### src/rtl/sd_rx_fifo.sv
module sd_rx_fifo #(
  parameter int DEPTH = 32,
  parameter int LEN_W = 16
) (
  input  logic             clk,
  input  logic             rst_n,
  input  logic [1:0]       width_sel,
  input  logic             trig_sel,
  input  logic             xfer_start,
  input  logic [LEN_W-1:0] xfer_len,
  input  logic             push_valid,
  input  logic [7:0]       push_byte,
  input  logic             rd_en,
  output logic [31:0]      rd_data,
  input  logic             ovr_clr,
  output logic             fifo_empty,
  output logic             fifo_full,
  output logic             rx_ready,
  output logic             xfer_done,
  output logic             overrun
);
  localparam int AW = $clog2(DEPTH);
  localparam int CW = AW + 1;
  localparam logic [CW-1:0] FULL_CNT = CW'(DEPTH);
  localparam logic [CW-1:0] HALF_CNT = CW'(DEPTH / 2);

  logic [7:0]       mem [DEPTH];
  logic [AW-1:0]    wr_ptr, rd_ptr;
  logic [CW-1:0]    cnt, width, nrd, trig;
  logic [LEN_W-1:0] rem;
  logic             push_ok, pop;

  assign width   = (width_sel == 2'd0) ? CW'(1) : (width_sel == 2'd1) ? CW'(2) : CW'(4);
  assign trig    = trig_sel ? FULL_CNT : HALF_CNT;
  assign nrd     = (cnt < width) ? cnt : width;
  assign push_ok = push_valid && (cnt != FULL_CNT);
  assign pop     = rd_en && (cnt != '0);

  assign fifo_empty = cnt < width;
  assign fifo_full  = (FULL_CNT - cnt) < width;
  assign rx_ready   = (cnt >= trig) || ((rem == '0) && (cnt != '0));

  for (genvar i = 0; i < 4; i++) begin : g_lane
    assign rd_data[8*i +: 8] = (CW'(i) < nrd) ? mem[AW'(rd_ptr + AW'(i))] : 8'h00;
  end

  always_ff @(posedge clk) begin
    if (push_ok) mem[wr_ptr] <= push_byte;
  end

  always_ff @(posedge clk) begin
    if (!rst_n) begin
      wr_ptr    <= '0;
      rd_ptr    <= '0;
      cnt       <= '0;
      rem       <= '0;
      xfer_done <= 1'b0;
      overrun   <= 1'b0;
    end else begin
      if (push_ok) wr_ptr <= wr_ptr + 1'b1;
      if (pop)     rd_ptr <= rd_ptr + AW'(nrd);
      cnt <= cnt + CW'(push_ok) - (pop ? nrd : '0);
      if (xfer_start) begin
        rem       <= xfer_len;
        xfer_done <= 1'b0;
      end else if (push_ok && rem != '0) begin
        rem <= rem - 1'b1;
        if (rem == LEN_W'(1)) xfer_done <= 1'b1;
      end
      if (push_valid && !push_ok) overrun <= 1'b1;
      else if (ovr_clr)           overrun <= 1'b0;
    end
  end

  p_cnt_bound_r3: assert property (@(posedge clk) disable iff (!rst_n) cnt <= FULL_CNT);
  p_flags_excl_r2: assert property (@(posedge clk) disable iff (!rst_n) !(fifo_empty && fifo_full));
  p_overrun_sticky_r9: assert property (@(posedge clk) disable iff (!rst_n)
    overrun && !ovr_clr |=> overrun);
  p_no_overflow_r9: assert property (@(posedge clk) disable iff (!rst_n)
    push_valid && cnt == FULL_CNT && !rd_en |=> cnt == FULL_CNT && overrun);
  p_pop_amount_r5: assert property (@(posedge clk) disable iff (!rst_n)
    rd_en && !push_valid && cnt != '0 |=> cnt == $past(cnt) - $past(nrd));
  p_done_rise_r8: assert property (@(posedge clk) disable iff (!rst_n)
    $rose(xfer_done) |-> rem == '0 && $past(push_valid));
endmodule

### config.mk
export PLATFORM = sky130hd
export DESIGN_NAME = sd_rx_fifo
export DESIGN_NICKNAME = d
export VERILOG_FILES = /design/src/rtl/sd_rx_fifo.sv
export SDC_FILE = /design/constraint.sdc
export NUM_CORES = 1
export LEC_CHECK = 0
export BUFFER_PORTS_ARGS = -buffer_cell sky130_fd_sc_hd__buf_2
export CAP_MARGIN = 10
export CORE_MARGIN = 3
export CORE_UTILIZATION = 35
export CTS_CLUSTER_DIAMETER = 50
export CTS_CLUSTER_SIZE = 14
export DETAILED_ROUTE_END_ITERATION = 10
export PLACE_DENSITY = 0.5
export SLEW_MARGIN = 20
export SYNTH_ARGS = -nofsm -noshare
export SYNTH_HDL_FRONTEND = slang
export SYNTH_SLANG_ARGS = --single-unit
### constraint.sdc
create_clock -name clk -period 5.9 [get_ports clk]
set_input_delay 0.59 -clock clk [delete_from_list [all_inputs] [get_ports clk]]
set_output_delay 0.59 -clock clk [all_outputs]
set_load 0.02 [all_outputs]
**Yosys cells after proc, flatten, opt, wreduce, memory -nomap -nowiden**

Memory sizes are Yosys's and may differ from the RTL's. A register that Yosys moved wholly into a read port is not among the register bits.
Cells that the tools add are included.

- Reduce and logical (&&, ||, !) cells: 15
- Equality and inequality tests: 3
- Bitwise gates (word level): 1
- Muxes and demuxes: 17
- Add/sub/neg operators: 9
- $lt $le $gt $ge: 7

Operators by type and width:

| operator | number |
|---|---|
| $mux W16 | 2 |
| $mux W8 | 4 |
| $mux W6 | 3 |
| $eq A16 B1 Y1 const B | 1 |
| $logic_not A16 Y1 | 1 |
| $reduce_bool A16 Y1 | 1 |
| $sub A16 B1 Y16 const B | 1 |
| $lt A1 B6 Y1 const A | 2 |
| $lt A2 B6 Y1 const A | 2 |
| $lt A6 B3 Y1 | 2 |
| $add A5 B1 Y5 const B | 2 |
| $add A5 B2 Y5 const B | 2 |
| $mux W5 | 2 |
| $add A6 B1 Y6 | 1 |
| $ge A6 B6 Y1 | 1 |
| $mux W3 | 2 |
| $ne A6 B6 Y1 const B | 1 |
| $reduce_bool A6 Y1 | 1 |
| $sub A6 B6 Y6 | 1 |
| $sub A6 B6 Y6 const A | 1 |
| $add A5 B5 Y5 | 1 |
| $logic_and A1 B1 Y1 | 5 |
| $mux W1 | 4 |
| $reduce_bool A2 Y1 | 2 |
| other kinds (7) | 7 |

- RAM bits: 256
- Memories: 1
- Register bits after elaboration: 34
- Output and inout bits: 37
- Word-level logic and storage cells: 59
- Input port bits: 33

Memory list:

| memory | words | width | read ports | clocked after memory_dff | write ports | line | text |
|---|---|---|---|---|---|---|---|
| mem | 32 | 8 | 4 | 1 | 1 | 27 | `logic [7:0] mem [DEPTH];` |

**Logic depth before layout (Yosys ltp)**

Gate-level depths: netlist of run 1.

- Word-level depth: 8
- Depth in mapped cells: 19

**Least setup slack after synthesis of run 1**

OpenSTA, ideal clock, no wires.

- Kind: register to output
- Start: reg rd_ptr[1]
- End: out rd_data[30]
- Required time: 5310 ps
- Stages on the path, launching flop included: 13
- Arrival: 3536 ps
- Path buffers: 6
- Setup slack: 1774 ps
- Path through: dfxtp_1 clkbuf_1 clkbuf_1 buf_1 inv_1 ha_1 buf_2 buf_1 clkbuf_1 nor2_1 a32oi_1 o21ai_0 a221oi_1

- Longest elaborated chain between the ends: 3

Ends and longest elaborated chain:

| what | line | text |
|---|---|---|
| from (decl) | 28 | `logic [AW-1:0] wr_ptr, rd_ptr;` |
| from (signal assigned) | 61 | `if (pop) rd_ptr <= rd_ptr + AW'(nrd);` |
| $add A5 B2 Y5 | 44 | `assign rd_data[8*i +: 8] = (CW'(i) < nrd) ? mem[AW'(rd_ptr + AW'(i))] : 8'h00;` |
| $mem_v2 Z32 W8 | -- |  |
| $mux W8 | 44 |  |
| to (decl) | 14 | `output logic [31:0] rd_data,` |

Every way passes these cells.

**Worst setup path in the final report of run 1**

Ends and elaborated chain as after synthesis.

==> reports/metrics.csv, run 1 <==
stage,metric,value,unit
status,status,"finished, final reports clean",
timing,Final Skew,0.0305,ns
setup_path,CP arrival,4.17,ns
timing,fmax,0.210,GHz
job,Max-Cap Viols,0,
detailed_routing,DR WL/cell,31.0,um
synth,Mean Syn Cell Area,14.1,um^2
timing,fin crit period,4.76,ns
floorplanning,Initial Utilization,35.7,%
detailed_routing,Final ANT Viol Nets,0,
detailed_routing,routed via count,13600,
global_route,total track usage,23.2,%
clock_tree,CTS max path bufs,3,
clock_tree,CTS tree,built,
synth,Post-synth EDFFs,256,
floorplanning,DIE HEIGHT,238,um
setup_path,category of the most critical setup path,reg2out,
setup_path,Worst Path Required,5.31,ns
timing,setup_tns,0,ns
setup_path,R2R cell count,7,
global_route,number of global-route vias before repair,13200,
detailed_routing,WL final,65.8,mm
detailed_routing,First DRT Iteration DRCs,1390,
timing,endpoints failing setup,0,
timing,unrepaired setup endpoints after global routing,false,
synth,Gate Count Post-Synth,1342,
floorplanning,Rows,84,
detailed_routing,wire length on met2,30.3,mm
floorplanning,Core ar.,53000,um^2
detailed_routing,Met1 Routed Length,25.5,mm
min_path,HP Class,in2reg,
min_path,hold path startpoint,xfer_len[1],
global_route,total gr overflow,0,
timing,Slew Limit Fails,0,
cells_and_area,fillcell total,4932,
synth,dominant synthesized flop cell,edfxtp_1,
clock_tree,post-cts resize count,0,
power_and_ir_drop,pwr/cell area,494,nW/um^2
synth,Ys Warns,0,
floorplanning,# IOs,70,
synth,synth unique cells,66,
cells_and_area,Antenna Cells,0,
global_route,first-pass GRT wire length,95.3,mm
cells_and_area,share of layout cells above drive strength 1,32.7,%
clock_tree,H-tree depth,2,
floorplanning,full die area,56800,um^2
clock_tree,CTS sink cnt,295,
synth,number of synthesized register bits,295,
detailed_routing,max layer used,met5,
cells_and_area,synth-to-layout area growth,14.5,%
clock_tree,CTS Hold Bufs,0,
setup_path,Reg-to-Reg End,mem[14][0],
floorplanning,Die W,238,um
detailed_routing,Via density,6.38,
setup_path,Startpoint Class,flop,
min_path,hold path depth,3,
detailed_routing,met3 routed WL,6.85,mm
detailed_routing,Pre-antenna DRT Iters,5,
setup_path,reg-to-reg startpoint,cnt[1],
timing,Fin. Hold Viols,0,
synth,Mapped Area,18900,um^2
place,Routability Congestion,0.880,
place,Port Buffers,69,
setup_path,r2r setup slk,2.26,ns
global_route,antenna violations before repair,1,
synth,leading area contributor after synthesis,edfxtp_1,
timing,worst slew pin tran,1.16,ns
synth,share of the synthesized area in the top cell type,40.7,%
setup_path,"Max FO, Critical Path",41,
clock_tree,clk slew on worst S/H paths,0.06,ns
global_route,largest net degree at the start of global routing,58,
timing,relative slew slack,22.4,%
place,HPWL Detailed,45.1,mm
clock_tree,clock latency on the worst-skew pair,0.58,ns
clock_tree,Root Driver,clkbuf_16,
synth,syn_nets,1409,
detailed_routing,drt drc,0,
setup_path,CP Capture Type,output pin,
clock_tree,cts bufs inserted,46,
clock_tree,Post-CTS Setup Repair Bufs,0,
synth,Async SR Flop Fraction,0,%
timing,Worst Hold Margin,0.295,ns
synth,"top cells by area, synth","edfxtp_1 41%, mux4_2 28%, mux2i_1 4.7%",
cells_and_area,nets,1466,
synth,sequential area share after synthesis,44.8,%
timing,Tcrit/Tclk final,80.7,%
power_and_ir_drop,Worst VDD drop,0.297,mV
min_path,Hold Path End,rem[1],
power_and_ir_drop,Leakage,7.04,nW
==> registers in the layout, indices dropped and copies added (netlist names), named ones only <==
name	count
xfer_done	1
mem	256
cnt	6
rd_ptr	5
wr_ptr	5
rem	16
overrun	1
==> critical path, cell delays in order, from the launching register on <==
cell      delay (ns)
dfxtp_4         0.65
inv_1           0.17
ha_4            0.68
buf_4           0.52
mux4_2          0.28
mux2i_1         0.08
a221o_1         0.38
a221oi_1        0.55
buf_2           0.28
==> power breakdown <==
group | switching [mW] | total (mW) | internal (mW)
Sequential | 0.218 | 2.57 | 2.35
Combinational | 3.19 | 5.38 | 2.19
Clock | 1.08 | 2.73 | 1.65
Total | 4.49 | 10.7 | 6.19
==> per-stage QoR <==
| step | total power, mW | utilization, % | instances | setup WS [ns] | cell area (um^2) |
|---|---|---|---|---|---|
| after floorplan | 6.05 | - | 1342 | 1.77 | 18900 |
| after global placement | 7.89 | 37.9 | 2039 | 1.79 | 20100 |
| after detailed placement | 7.92 | 37.9 | 2039 | 1.78 | 20100 |
| after CTS | 10.7 | 40.8 | 2124 | 1.17 | 21600 |
| after global routing | 11.1 | 40.8 | 2124 | 1.04 | 21600 |
| final | 10.7 | 40.8 | 2124 | 1.14 | 21600 |
==> how the worst max path moves through the flow <==
stage                     cells after the start      start           to  slack, ns
after floorplan                              12  rd_ptr[1]  rd_data[30]       1.77
after global placement                        8  rd_ptr[1]  rd_data[30]       1.79
after detailed placement                      8  rd_ptr[1]  rd_data[30]       1.78
after CTS                                     8  rd_ptr[1]  rd_data[30]       1.17
after global routing                          8  rd_ptr[1]  rd_data[30]       1.04
final                                         8  rd_ptr[1]  rd_data[30]       1.14
==> cells by family (layout without fill, tap and decap cells) <==
group,after synthesis,in the layout,share of synthesized area (%)
AO/OA/AOI/OAI,179,179,6.60
other,2,2,0.0398
flip-flops,295,295,44.8
XOR/XNOR,34,34,1.58
buffers and inverters,136,230,3.05
adder cells (fa/ha/maj),34,34,2.33
multiplexers,338,338,33.5
AND/OR/NAND/NOR,324,324,8.05
==> routing by layer <==
metal,vias to the layer above,GRT usage [%]
li1,5631,-
met4,2,9.90
met2,786,35.9
met5,-,0
met1,6992,30.6
met3,146,6.62
==> Yosys cell counts (5+ instances only) <==
library cell / number
a21oi_1: 30
nor4_1: 6
a41oi_1: 8
and3_1: 10
xnor2_1: 23
a31oi_1: 10
nand2_1: 127
nand4_1: 11
o221ai_1: 14
nor3_1: 22
nor2b_1: 7
buf_1: 13
dfxtp_1: 39
a22o_1: 7
ha_1: 32
mux2i_1: 88
a21boi_0: 15
o32ai_1: 7
mux2_2: 16
and2_1: 12
o22ai_1: 9
mux4_2: 234
o21ai_0: 35
xor2_1: 11
nand3_1: 45
clkbuf_1: 50
a32oi_1: 10
nor2_1: 57
edfxtp_1: 256
buf_2: 35
a21o_1: 5
nand2b_1: 6
inv_1: 32
==> cells in the final DEF (no fill, tap or decap), types with 11 or more instances in the layout <==
master	synthesis	routed
a21boi_0	15	15
edfxtp_1	256	256
nand4_1	11	11
dfxtp_1	39	35
buf_4	4	41
o21ai_0	35	35
nor2_1	57	52
a21oi_1	30	30
inv_1	32	31
mux2i_1	88	87
xnor2_1	23	20
nand3_1	45	45
ha_1	32	30
and2_1	12	12
buf_2	35	69
clkbuf_16	0	48
nor3_1	22	22
mux2_2	16	16
nand2_1	127	127
o221ai_1	14	14
mux4_2	234	234
==> final cells by class <==
type                            instances  area (um^2)  area share, %
Clock inverter                         33          325           1.50
Multi-Input combinational cell        911         9920           45.9
Sequential cell                       295         8480           39.2
Clock buffer                           52         1220           5.62
Inverter                               33          124          0.573
Timing Repair Buffer                  112          693           3.21
Tap cell                              688          861           3.98
Note: power is estimated with default switching activity, not from simulation.
==> inputs of run 2 (changes only) <==
Clock period 5.9 ns to 4.87 ns, I/O delays scaled along.
==> reports/metrics.csv, run 2 (synthesis results as in run 1) <==
stage,metric,value,unit,change
global_route,first-pass GRT wire length,95.7,mm,+0.43%
cells_and_area,Final Instance Count excl. Fillers,2137,,+0.61%
power_and_ir_drop,pwr/cell area,600,nW/um^2,+22%
setup_path,CP max-delay cell,clkinv_1,,
floorplanning,full die area,56800,um^2,unchanged
power_and_ir_drop,Leakage,7.11,nW,+0.96%
timing,endpoints failing setup,0,,unchanged
floorplanning,Rows,84,,unchanged
clock_tree,CTS Hold Bufs,0,,unchanged
cells_and_area,nets,1479,,+0.89%
detailed_routing,First DRT Iteration DRCs,1572,,+13%
floorplanning,DIE HEIGHT,238,um,unchanged
timing,unrepaired setup endpoints after global routing,false,,
cells_and_area,max FFs per register,256,,unchanged
floorplanning,Core ar.,53000,um^2,unchanged
clock_tree,Root Driver,clkbuf_16,,
place,placed cells,2053,,+0.69%
global_route,largest net degree at the start of global routing,119,,+110%
detailed_routing,DR WL/cell,31.1,um,+0.22%
floorplanning,Initial Utilization,35.7,%,unchanged
timing,relative slew slack,21.7,%,-0.75 points
detailed_routing,routed via count,13700,,+0.97%
setup_path,Startpoint Class,flop,,
detailed_routing,drt drc,0,,unchanged
power_and_ir_drop,total power,13.1,mW,+22%
timing,final setup margin,0.317,ns,-0.823 ns
setup_path,category of the most critical setup path,reg2out,,
place,Port Buffers,69,,unchanged
clock_tree,CTS tree,built,,
detailed_routing,Pre-antenna DRT Iters,5,,unchanged
timing,fmax,0.220,GHz,
setup_path,Slowest Stage Delay on Critical Path,1.15,ns,+0.47 ns
cells_and_area,share of layout cells above drive strength 1,33.4,%,+0.67 points
clock_tree,CTS sink cnt,295,,unchanged
timing,fin crit period,4.55,ns,
job,Max-Cap Viols,0,,unchanged
global_route,antenna violations before repair,1,,unchanged
status,status,"finished, final reports clean",,
setup_path,"Max FO, Critical Path",14,,-66%
cells_and_area,Antenna Cells,0,,unchanged
min_path,HP Class,in2reg,,
cells_and_area,fillcell total,4834,,-2.0%
timing,setup_tns,0,ns,unchanged
clock_tree,clock latency on the worst-skew pair,0.57,ns,about the same
setup_path,Worst Path Required,4.38,ns,-0.93 ns
setup_path,CP Capture Type,output pin,,
detailed_routing,Via density,6.41,,+0.36%
cells_and_area,"leading cell type in the layout, fill and taps excluded",edfxtp_1,,
setup_path,CP arrival,4.07,ns,-0.10 ns
clock_tree,CTS max path bufs,3,,unchanged
floorplanning,Die W,238,um,unchanged
floorplanning,# IOs,70,,unchanged
clock_tree,clk slew on worst S/H paths,0.06,ns,about the same
cells_and_area,"commonest non-fill, non-tap cells in the layout","256 x edfxtp_1, 234 x mux4_2, 127 x nand2_1",,
cells_and_area,Regs by FF count,"mem x256, rem x16, cnt x6",,
place,HPWL Detailed,44.7,mm,-1.0%
power_and_ir_drop,Worst VDD drop,0.399,mV,+34%
setup_path,critical path cell sequence,clkinv_1 > o221ai_1 > a21boi_0 > o32ai_1 > buf_2,,
clock_tree,post-cts resize count,0,,unchanged
global_route,total gr overflow,0,,unchanged
clock_tree,H-tree depth,2,,unchanged
cells_and_area,synth-to-layout area growth,15.2,%,
timing,worst slew pin tran,1.17,ns,+0.00826 ns
detailed_routing,Final ANT Viol Nets,0,,unchanged
timing,Tcrit/Tclk final,93.5,%,
global_route,number of global-route vias before repair,13300,,+1.2%
place,Place WS,1.08,ns,-0.700 ns
clock_tree,Post-CTS Setup Repair Bufs,0,,unchanged
timing,Fin. Hold Viols,0,,unchanged
global_route,total track usage,23.4,%,+0.18 points
place,Routability Congestion,0.928,,+5.4%
cells_and_area,Top reg by flops,mem,,
timing,Slew Limit Fails,0,,unchanged
clock_tree,cts bufs inserted,45,,-2.2%
detailed_routing,WL final,66.4,mm,+0.83%
timing,Final Skew,0.0245,ns,-0.00604 ns
[run 2: changes by cell type in the layout (fill, tap and decap cells not counted), moves of 2 or more]
cell	change
buf_4	+12
clkinvlp_4	+4
inv_6	-3
buf_12	+2
clkbuf_1	-2
clkinv_4	+2
[run 2: worst paths after layout]
check                   start         end  slack (ns)  cells after the start
setup / recovery         flop  rd_data[5]        0.32                      5
hold / removal    xfer_len[1]      rem[1]        0.20                      3
setup reg to reg       cnt[1]      cnt[4]        1.28                     16
hold reg to reg       overrun     overrun        0.53                      2
[run 2: routing by layer]
layer / wire length [um] / track usage, % / vias to the layer above
met5: 0 / 0 / -
met4: 3100 / 10.0 / 0
met3: 5740 / 4.57 / 156
met2: 30300 / 36.2 / 794
met1: 27200 / 32.2 / 7094
li1: - / - / 5645
[run 2: worst max-delay path: cells and delay by family, from the launching register on]
family	cells	cell delay [ns]
flip-flops	1	0.80
buffers and inverters	2	1.42
AO/OA/AOI/OAI	3	1.27
[run 2: area by class of cell]
cell class	instances	area, um^2	share of cell area (%)
well taps	688	861	3.95
multi-input cells	911	9920	45.6
inverters	33	124	0.569
repair buffers	126	823	3.78
flip-flops and latches	295	8480	39.0
clock buffers	49	1180	5.44
clock inverters	35	373	1.71
[run 2: report_power, final]
group | total (mW) | switching, mW | leakage, nW | internal, mW
Clock | 3.32 | 1.31 | 0.737 | 2.01
Combinational | 6.67 | 3.98 | 3.74 | 2.69
Sequential | 3.07 | 0.229 | 2.63 | 2.84
[run 2: stage by stage]
step / utilization [%] / hold WS, ns / instance area [um^2]
3_5_place_dp: 38.2 / 0.504 / 20200
3_3_place_gp: 38.1 / 0.494 / 20200
2_1_floorplan: - / 0.487 / 18900
6_report: 41.1 / 0.198 / 21800
4_1_cts: 41.1 / 0.163 / 21800
5_1_grt: 41.1 / 0.186 / 21800
==> inputs of run 3 (changes only) <==
Settings changed: CORE_MARGIN 3 to 10, CORE_UTILIZATION 35 to 40, PLACE_DENSITY 0.5 to 0.56.
==> reports/metrics.csv, run 3 (synthesis results as in run 1) <==
stage,metric,value,unit,change
status,status,"finished, final reports clean",,
timing,worst slew pin tran,1.14,ns,-0.0312 ns
floorplanning,full die area,56300,um^2,-0.84%
place,HPWL Detailed,43.9,mm,-1.8%
timing,fin crit period,4.48,ns,-0.0688 ns
detailed_routing,Final ANT Viol Nets,0,,unchanged
clock_tree,CTS Hold Bufs,0,,unchanged
cells_and_area,synth-to-layout area growth,13.7,%,
cells_and_area,"commonest non-fill, non-tap cells in the layout","256 x edfxtp_1, 234 x mux4_2, 127 x nand2_1",,
setup_path,reg-to-reg startpoint,cnt[1],,
setup_path,r2r setup slk,1.20,ns,-0.08 ns
floorplanning,Die W,237,um,-0.42%
cells_and_area,max FFs per register,256,,unchanged
setup_path,Worst Path Required,4.38,ns,about the same
detailed_routing,Via density,6.61,,+3.2%
power_and_ir_drop,pwr/cell area,584,nW/um^2,-2.8%
global_route,total gr overflow,0,,unchanged
clock_tree,CTS sink cnt,295,,unchanged
clock_tree,cts bufs inserted,39,,-13%
global_route,first-pass GRT wire length,92.8,mm,-3.0%
clock_tree,clock latency on the worst-skew pair,0.57,ns,about the same
setup_path,critical path endpoint,rd_data[30],,
place,Place WS,0.947,ns,-0.137 ns
cells_and_area,share of layout cells above drive strength 1,33.1,%,-0.34 points
power_and_ir_drop,Worst VDD drop,0.262,mV,-34%
timing,Worst Hold Margin,0.183,ns,-0.0150 ns
floorplanning,Rows,79,,-6.0%
global_route,total track usage,22.4,%,-0.95 points
detailed_routing,First DRT Iteration DRCs,1935,,+23%
clock_tree,Root Driver,clkbuf_16,,
timing,Fin. Hold Viols,0,,unchanged
detailed_routing,routed via count,13600,,-0.51%
detailed_routing,Pre-antenna DRT Iters,8,,+3
cells_and_area,final core occ,46.0,%,+4.9 points
floorplanning,Initial Utilization,40.5,%,+4.8 points
detailed_routing,WL final,64.1,mm,-3.4%
timing,final setup margin,0.386,ns,+0.0688 ns
cells_and_area,Top reg by flops,mem,,
clock_tree,H-tree depth,2,,unchanged
setup_path,CP arrival,4.00,ns,-0.07 ns
setup_path,CP Capture Type,output pin,,
floorplanning,# IOs,70,,unchanged
timing,setup_tns,0,ns,unchanged
min_path,HP Class,in2reg,,
global_route,antenna violations before repair,4,,+3
global_route,largest net degree at the start of global routing,95,,-20%
detailed_routing,drt drc,0,,unchanged
timing,unrepaired setup endpoints after global routing,false,,
cells_and_area,fillcell total,4107,,-15%
floorplanning,DIE HEIGHT,237,um,-0.42%
cells_and_area,nets,1488,,+0.61%
timing,fmax,0.223,GHz,+1.5%
setup_path,Reg-to-Reg End,cnt[4],,
timing,Slew Limit Fails,0,,unchanged
clock_tree,CTS max path bufs,3,,unchanged
setup_path,category of the most critical setup path,reg2out,,
cells_and_area,Regs by FF count,"mem x256, rem x16, cnt x6",,
setup_path,"Max FO, Critical Path",35,,+21
timing,relative slew slack,24.0,%,+2.3 points
cells_and_area,"leading cell type in the layout, fill and taps excluded",edfxtp_1,,
clock_tree,clk slew on worst S/H paths,0.06,ns,about the same
timing,endpoints failing setup,0,,unchanged
clock_tree,post-cts resize count,0,,unchanged
detailed_routing,DR WL/cell,31.1,um,+0.24%
clock_tree,CTS tree,built,,
setup_path,crit path from,rd_ptr[1],,
power_and_ir_drop,Leakage,7.05,nW,-0.77%
place,Port Buffers,69,,unchanged
floorplanning,Core ar.,46700,um^2,-12%
setup_path,Startpoint Class,flop,,
job,Max-Cap Viols,0,,unchanged
clock_tree,Post-CTS Setup Repair Bufs,0,,unchanged
timing,Tcrit/Tclk final,92.1,%,-1.4 points
place,Routability Congestion,0.977,,+5.3%
global_route,number of global-route vias before repair,13400,,+0.22%
timing,Final Skew,0.0236,ns,-0.000863 ns
setup_path,R2R cell count,16,,unchanged
[run 3: power by group]
part | total, mW | internal [mW] | switching [mW]
sequential | 3.09 | 2.84 | 0.242
combinational | 6.63 | 2.70 | 3.93
clock | 2.82 | 1.63 | 1.19
[run 3: critical path: stages, from the launching register on]
cell and delay (ns):
dfxtp_4 0.71, inv_1 0.19, ha_4 0.60, buf_4 0.32, mux4_2 0.27, mux2i_1 0.09
a221o_1 0.36, a221oi_1 0.58, buf_2 0.29
[run 3: worst min-delay path by stage]
stage	from	end	cells after the start
4_1_cts	xfer_len[1]	rem[1]	3
5_1_grt	xfer_len[1]	rem[1]	3
3_3_place_gp	overrun	overrun	2
6_report	xfer_len[1]	rem[1]	3
3_5_place_dp	overrun	overrun	2
2_1_floorplan	wr_ptr[0]	wr_ptr[0]	2
[run 3: final cells by class]
type / count / area, um^2 / area share, %
multi-input cells: 911 / 9900 / 46.1
flip-flops and latches: 295 / 8480 / 39.5
clock buffers: 45 / 1040 / 4.85
repair buffers: 141 / 923 / 4.30
well taps: 607 / 759 / 3.54
clock inverters: 27 / 240 / 1.12
inverters: 33 / 124 / 0.577
diodes: 1 / 2.50 / 0.0117
[run 3: metrics by stage]
stage | power, mW | area [um^2] | instances
after global routing | 13.0 | 21500 | 2059
after CTS | 12.5 | 21500 | 2059
after detailed placement | 9.65 | 20200 | 1987
after global placement | 9.62 | 20200 | 1987
after floorplan | 7.33 | 18900 | 1342
final | 12.5 | 21500 | 2060
[run 3: routing by layer]
layer  vias to the layer above  share of wire [%]  routed length, um  global-route usage, %
li1                       5656                  -                  -                      -
met4                         4                5.6               3560                   12.0
met1                      6958                 37              23900                   28.1
met2                       821                 46              29700                   35.2
met5                         -              0.053                 34                      0
met3                       180                 11               6910                   5.67
